<file path="src/rtl/sce_pkg.sv">
package sce_pkg;
  typedef enum logic {
    SRC_SLAVE  = 1'b0,
    SRC_MASTER = 1'b1
  } clk_src_e;

  typedef struct packed {
    logic rise;
    logic fall;
  } edge_pair_t;
endpackage

</file>
<file path="src/rtl/sce_sync_chain.sv">
module sce_sync_chain #(
  parameter int STAGES = 2
) (
  input  logic clk,
  input  logic rst_n,
  input  logic din,
  input  logic bypass,
  output logic cur,
  output logic prev
);
  localparam int LEN = STAGES + 1;

  logic [LEN-1:0] d_q;
  logic [LEN-1:0] d_d;

  always_comb begin
    d_d = {d_q[LEN-2:0], din};
  end

  always_ff @(posedge clk or negedge rst_n) begin
    if (!rst_n) d_q <= '1;
    else        d_q <= d_d;
  end

  always_comb begin
    if (bypass) begin
      cur  = d_q[0];
      prev = d_q[1];
    end else begin
      cur  = d_q[STAGES-1];
      prev = d_q[STAGES];
    end
  end
endmodule

</file>
<file path="src/rtl/sce_master_clk.sv">
module sce_master_clk (
  input  logic clk,
  input  logic rst_n,
  input  logic enable,
  input  logic run,
  input  logic tick,
  output logic sclk,
  output logic sclk_prev
);
  logic sclk_q, sclk_d;
  logic prev_q;
  logic toggle_en;

  always_comb begin
    toggle_en = tick && (run || !sclk_q);
    if (!enable)        sclk_d = 1'b1;
    else if (toggle_en) sclk_d = !sclk_q;
    else                sclk_d = sclk_q;
  end

  always_ff @(posedge clk or negedge rst_n) begin
    if (!rst_n) begin
      sclk_q <= 1'b1;
      prev_q <= 1'b1;
    end else begin
      sclk_q <= sclk_d;
      prev_q <= sclk_q;
    end
  end

  assign sclk      = sclk_q;
  assign sclk_prev = prev_q;
endmodule

</file>
<file path="src/rtl/sce_edge_route.sv">
module sce_edge_route
  import sce_pkg::*;
(
  input  logic en,
  input  logic fall_sample,
  input  logic cur,
  input  logic prev,
  output logic rx_strobe,
  output logic tx_strobe
);
  edge_pair_t edges;

  always_comb begin
    edges.rise = en && cur && !prev;
    edges.fall = en && !cur && prev;
    if (fall_sample) begin
      rx_strobe = edges.fall;
      tx_strobe = edges.rise;
    end else begin
      rx_strobe = edges.rise;
      tx_strobe = edges.fall;
    end
  end
endmodule

</file>
<file path="src/rtl/sync_clk_edge_unit.sv">
module sync_clk_edge_unit
  import sce_pkg::*;
#(
  parameter int SYNC_STAGES = 2
) (
  input  logic clk,
  input  logic rst_n,
  input  logic sync_en,
  input  logic master_sel,
  input  logic fall_sample,
  input  logic sync_bypass,
  input  logic free_run,
  input  logic bit_tick,
  input  logic tx_active,
  input  logic sclk_in,
  output logic sclk_out,
  output logic sclk_oe,
  output logic rx_strobe,
  output logic tx_strobe
);
  clk_src_e src;
  logic     mst_enable, mst_run;
  logic     s_cur, s_prev, m_cur, m_prev;
  logic     e_cur, e_prev;

  assign src        = master_sel ? SRC_MASTER : SRC_SLAVE;
  assign mst_enable = sync_en && (src == SRC_MASTER);
  assign mst_run    = mst_enable && (free_run || tx_active);

  sce_sync_chain #(.STAGES(SYNC_STAGES)) i_sync (
    .clk    (clk),
    .rst_n  (rst_n),
    .din    (sclk_in),
    .bypass (sync_bypass),
    .cur    (s_cur),
    .prev   (s_prev)
  );

  sce_master_clk i_mclk (
    .clk       (clk),
    .rst_n     (rst_n),
    .enable    (mst_enable),
    .run       (mst_run),
    .tick      (bit_tick),
    .sclk      (m_cur),
    .sclk_prev (m_prev)
  );

  always_comb begin
    if (src == SRC_MASTER) begin
      e_cur  = m_cur;
      e_prev = m_prev;
    end else begin
      e_cur  = s_cur;
      e_prev = s_prev;
    end
  end

  sce_edge_route i_route (
    .en          (sync_en),
    .fall_sample (fall_sample),
    .cur         (e_cur),
    .prev        (e_prev),
    .rx_strobe   (rx_strobe),
    .tx_strobe   (tx_strobe)
  );

  assign sclk_out = m_cur;
  assign sclk_oe  = mst_enable;
endmodule

</file>
<file path="config.mk">
export PLATFORM = sky130hd
export DESIGN_NAME = sync_clk_edge_unit
export DESIGN_NICKNAME = d
export VERILOG_FILES = /design/src/rtl/sce_pkg.sv /design/src/rtl/sce_sync_chain.sv /design/src/rtl/sce_master_clk.sv /design/src/rtl/sce_edge_route.sv /design/src/rtl/sync_clk_edge_unit.sv
export SDC_FILE = /design/constraint.sdc
export NUM_CORES = 1
export LEC_CHECK = 0
export BUFFER_PORTS_ARGS = -buffer_cell sky130_fd_sc_hd__buf_2
export CAP_MARGIN = 20
export CORE_AREA = 10 10 47 49
export DETAILED_ROUTE_END_ITERATION = 8
export DIE_AREA = 0 0 57 59
export HOLD_SLACK_MARGIN = 0.02
export SLEW_MARGIN = 20
export SYNTH_ARGS = -nofsm -noshare
export SYNTH_HDL_FRONTEND = slang
export SYNTH_SLANG_ARGS = --single-unit
export TNS_END_PERCENT = 20
</file>
<file path="constraint.sdc">
create_clock -name clk -period 1.45 [get_ports clk]
set_input_delay 0.145 -clock clk [delete_from_list [all_inputs] [get_ports clk]]
set_output_delay 0.145 -clock clk [all_outputs]
set_load 0.02 [all_outputs]
</file>
==> results of run 1 <==
## per-stage QoR
step / power, W / setup TNS, ns / utilization, % / hold slack, ns / instance area [um2]
6_report: 0.000403 / -0.298 / 31.1 / 0.136 / 435
5_1_grt: 0.000427 / -0.395 / 31.1 / 0.147 / 435
4_1_cts: 0.000412 / -0.307 / 31.1 / 0.132 / 435
3_5_place_dp: 0.000223 / 0 / 24.4 / 0.161 / 342
3_3_place_gp: 0.000221 / 0 / 24.4 / 0.152 / 342
2_1_floorplan: 0.000195 / 0 / - / -0.00284 / 256
## layer usage
metal	routed length (um)	GRT usage, %	vias to the layer above
met3	88	2.79	0
met1	323	4.92	84
met5	0	0	-
met4	0	3.02	0
met2	222	4.96	14
li1	-	-	107
## state kept, by name (all words and copies together), names as in the netlist
signal and count:
i_mclk.sclk 1, i_mclk.sclk_prev 1, i_sync.d_q 3
## power groups by stage
stage	logic (W)	registers, W	clock network [W]
CTS	0.0000903	0.000157	0.000164
global placement	0.0000641	0.000157	0
finish	0.0000902	0.000157	0.000155
global route	0.0000970	0.000158	0.000172
detailed placement	0.0000651	0.000158	0
floorplan	0.0000367	0.000158	0
## cell families after synthesis
logic type / count (synthesis) / share of synthesized area [%]
compound gates: 4 / 12.2
mux: 4 / 22.9
simple gates: 6 / 13.7
flops: 5 / 51.2
## final timing paths
path                                               from                          to  slack (ns)  cells after the start
worst min register to register  i_sync.d_q[0]$_DFF_PN1_     i_sync.d_q[1]$_DFF_PN1_        0.37                      0
max in group asynchronous                         rst_n     i_sync.d_q[1]$_DFF_PN1_        0.99                      2
worst min-delay path                           bit_tick     i_mclk.sclk$_DFFE_PN1P_        0.14                      3
worst max-delay path            i_sync.d_q[1]$_DFF_PN1_                   rx_strobe       -0.15                      5
min in group asynchronous                         rst_n  i_mclk.sclk_prev$_DFF_PN1_        0.44                      2
worst max register to register  i_mclk.sclk$_DFFE_PN1P_     i_mclk.sclk$_DFFE_PN1P_        0.57                      3
## repair_timing
| action | CTS | global route |
|---|---|---|
| pin swaps | 1 | 1 |
| gates resized for setup | 10 | 0 |
| hold buffers | 2 | 0 |
| endpoints found under the setup margin | 2 | 2 |
| hold endpoints to repair | 6 | 0 |
## area by class of cell
type / count / area (um2)
fillers: 143 / 966
well taps: 16 / 20.0
flip-flops and latches: 5 / 131
multi-input cells: 14 / 160
repair buffers: 15 / 97.6
clock buffers: 4 / 26.3
## worst min-delay path, cell delays in order
cell and delay (ns):
buf_2 0.09, o21ai_1 0.05, nand2_1 0.06
## synthesized netlist by cell type
library cell / count
o21ai_1: 1
nand2b_1: 2
mux2i_1: 1
dfstp_2: 5
nand2b_2: 1
nand2_1: 2
o22ai_2: 1
mux2_4: 1
o211ai_1: 1
and2_1: 1
mux2_1: 1
mux2i_4: 1
o22ai_1: 1
==> impl_metrics.toml, run 1 <==
[status]
status = "finished with violations"
violations = "setup timing"

[finish]
diodes = 0
final_cells = 54
final_common_cell = "buf_2"
area_growth_pct = 69.8
final_cell_mix = "buf_2, dfstp_2, clkbuf_4"
layout-drive-gt1-share_pct = 76.3
final_net_count = 49

[setup_path]
end_kind = "output port"
crit_slowest_cell = "dfstp_2"
worst-path-max-fanout = 3
criticalPathCategory = "register to output port"
crit_buf_inv = 1
worst_ep_required_time_ns = 1.31
slowest_delay_ns = 0.37
critical-path-top-delay-family = "multiplexers"
crit_arrival_ns = 1.46
start_kind = "register"
cp_cell_sequence = "mux2_4 > mux2i_4 > nand2b_4 > o22ai_2 > buf_6"

[synth]
synth_seq_cells = 5
netlist_instances = 19
synth.avg_cell_area_um2 = 13.5
synth_area_leaders = "dfstp_2, mux2i_4, mux2_4"
netlist_area_um2 = 256
yosys.area.top_type = "dfstp_2"
synth-warning-count = 0
yosysSeqAreaShare_pct = 51.2
synth_top_cell_area_share_pct = 51.2
synth_cell_types = 13
synthesis.nets = 29

[clock_network]
cts.sinks = 5
cts_root_buf = "clkbuf_4"
max-clock-path-buffers = 2
cts.clk_slew.worst_paths_ns = 0.04
htreeDepth = 1
cts_tree = "built"
clock_latency_ns = 0.23
postCtsSetupRepairBufs = 0
numCtsBuffers = 3

[global_route]
antenna_found_initial = 0
grt_pass1_vias = 266
grt_max_degree = 6
grt_pass1_wl_mm = 1.11
grt_overflow = 0
grtUsageTotal_pct = 4.12

[route]
detail_route.wirelength_um = 634
drt-initial-drc-count = 2
antenna_left = 0
vias = 205
post_drt_wl_per_cell_um = 11.7
route.detailed.drc = 0
via_per_inst = 3.80
dr.pass1.iters = 2

[sta]
period_needed_ns = 1.60
slew_violations = 0
setup_violations = 2
worst_pin_slew_ns = 0.201
finalCritPeriodShare_pct = 110
setup_ws_ns = -0.151
clock-skew-final_ns = 0.0000454
fmax_mhz = 624
relSlewSlack_pct = 86.3
rsz0062_at_grt = "yes"
final_hold_viol_count = 0

[placed_design]
port_buffers = 13
gp_congestion = 0.625
pre_cts_ws_ns = 0.0484
place_inst = 48

[power]
p_sw_share_pct = 24.1
comb_power_share_pct = 22.4
p_leak_nw = 0.186
clockPowerShare_pct = 38.6
p_sw_w = 0.0000970
powerDensity_nw_per_um2 = 925
seqPwrFrac_pct = 39.0
cell_internal_pwr_w = 0.000306
peakVddDrop_mv = 0.396

[flow_run]
cap_violations = 0

[floorplan]
die_h_um = 59
num_rows = 14
ios = 14
initial_utilization_pct = 18.3
core-area_um2 = 1400
die_w_um = 57
dieArea_um2 = 3360

[worst_hold_path]
hold_class = "input port to register"
Power figures use the tool's default switching activity.
==> run 2, diff against run 1 <==
- PLACE_DENSITY: not set -> 0.38
- SETUP_SLACK_MARGIN: not set -> 0.1
==> run 2 against run 1 <==
Against the previous run: the flow still finishes with violations (setup timing); sequential power barely moved; via count grew 5.4%; register-to-register slack worse by 0.03 ns; combinational power barely moved; critical path depth unchanged; sequential cell count did not move; critical endpoint unchanged; highest routed layer unchanged.
==> impl_metrics.toml, run 2 (same netlist as run 1, synthesis figures left out) <==
[route]
route.detailed.drc = 0
vias = 216
dr.pass1.iters = 1
drt-initial-drc-count = 0
post_drt_wl_per_cell_um = 12.5
antenna_left = 0
via_per_inst = 4.00
detail_route.wirelength_um = 674

[setup_path]
crit_start = "i_sync.d_q[1]$_DFF_PN1_"
worst_ep_required_time_ns = 1.31
start_kind = "register"
slowest_delay_ns = 0.37
crit_arrival_ns = 1.45
criticalPathCategory = "register to output port"
critical-path-top-delay-family = "multiplexers"
worst-path-max-fanout = 3
worstReg2RegStart = "i_mclk.sclk$_DFFE_PN1P_"
crit_slowest_cell = "dfstp_2"
cp_cell_sequence = "mux2_4 > mux2i_4 > nand2b_4 > o22ai_2 > buf_6"
end_kind = "output port"
crit_buf_inv = 1

[global_route]
grt_pass1_wl_mm = 1.21
grtUsageTotal_pct = 4.82
antenna_found_initial = 0
grt_max_degree = 6
grt_pass1_vias = 275
grt_overflow = 0

[finish]
layout-drive-gt1-share_pct = 76.3
fin_area_um2 = 435
area_growth_pct = 69.8
largest_reg_flops = 3
regMostFlops = "i_sync.d_q"
diodes = 0
final_cell_mix = "buf_2, dfstp_2, clkbuf_4"
final_common_cell = "buf_2"
final_net_count = 49

[clock_network]
cts.clk_slew.worst_paths_ns = 0.04
htreeDepth = 1
max-clock-path-buffers = 2
cts_tree = "built"
numCtsBuffers = 3
cts_root_buf = "clkbuf_4"
clock_latency_ns = 0.23
cts.sinks = 5

[sta]
worst_pin_slew_ns = 0.192
setup_violations = 2
slew_violations = 0
relSlewSlack_pct = 86.9
period_needed_ns = 1.59
final_hold_viol_count = 0
clock-skew-final_ns = 0.0000264
setup_ws_ns = -0.145
setup_tns_ns = -0.285
finalCritPeriodShare_pct = 110
timing.hold.ws_ns = 0.158
rsz0062_at_grt = "yes"
fmax_mhz = 627

[status]
status = "finished with violations"
violations = "setup timing"

[placed_design]
port_buffers = 13
pre_cts_ws_ns = 0.0282
dpl-instance-area_um2 = 348
dpl.hpwl_um = 565
gp_congestion = 0.768

[floorplan]
ios = 14
initial_utilization_pct = 18.3
core-area_um2 = 1400
dieArea_um2 = 3360
num_rows = 14
die_w_um = 57
die_h_um = 59

[worst_hold_path]
hold_class = "input port to register"
min-delay-start = "bit_tick"

[power]
peakVddDrop_mv = 0.305
powerDensity_nw_per_um2 = 921
p_leak_nw = 0.186

[flow_run]
cap_violations = 0
## run 2: cell counts in the layout (fill, tap and decap cells not counted)
No cell type changed its count.
## run 2: cell type report
cell class	count	area [um2]
clock buffers	4	26.3
fillers	160	966
multi-input cells	14	160
flip-flops and latches	5	131
well taps	16	20.0
repair buffers	15	97.6
## run 2: timing repair
| action | in CTS | in global routing |
|---|---|---|
| hold buffers | 2 | 0 |
| setup buffers | 0 | 0 |
| setup endpoints to repair | 2 | 2 |
| pin swaps | 1 | 0 |
| hold endpoints to repair | 6 | 0 |
| resized for setup | 9 | 0 |
## run 2: worst min-delay path, stage by stage
cell     delay (ns)
buf_2          0.09
o21ai_1        0.06
nand2_1        0.06
## run 2: power by group
group          internal [W]  switching [W]  total [W]
clock network      0.000104      0.0000502   0.000154
registers          0.000152     0.00000497   0.000157
logic             0.0000503      0.0000401  0.0000905
## run 2: path summary, 6_finish.rpt
check	to	slack, ns	depth (start not counted)
hold reg to reg	i_sync.d_q[1]$_DFF_PN1_	0.37	0
setup / recovery	rx_strobe	-0.14	5
max in group asynchronous	i_mclk.sclk$_DFFE_PN1P_	1.00	2
hold / removal	i_mclk.sclk$_DFFE_PN1P_	0.16	3
min in group asynchronous	i_sync.d_q[1]$_DFF_PN1_	0.43	2
setup reg to reg	i_mclk.sclk$_DFFE_PN1P_	0.54	3
## run 2: layer usage
metal	up-vias	routed length (um)	global-route usage, %
met1	101	264	4.08
met2	8	370	8.37
li1	107	-	-
met4	0	0	5.03
met5	-	0	0
met3	0	39	1.72
## run 2: through the flow
step	cells	utilization, %	power (W)
finish	54	31.1	0.000401
global route	54	31.1	0.000424
CTS	54	31.1	0.000411
detailed placement	48	24.8	0.000226
global placement	48	24.8	0.000223
floorplan	19	-	0.000197
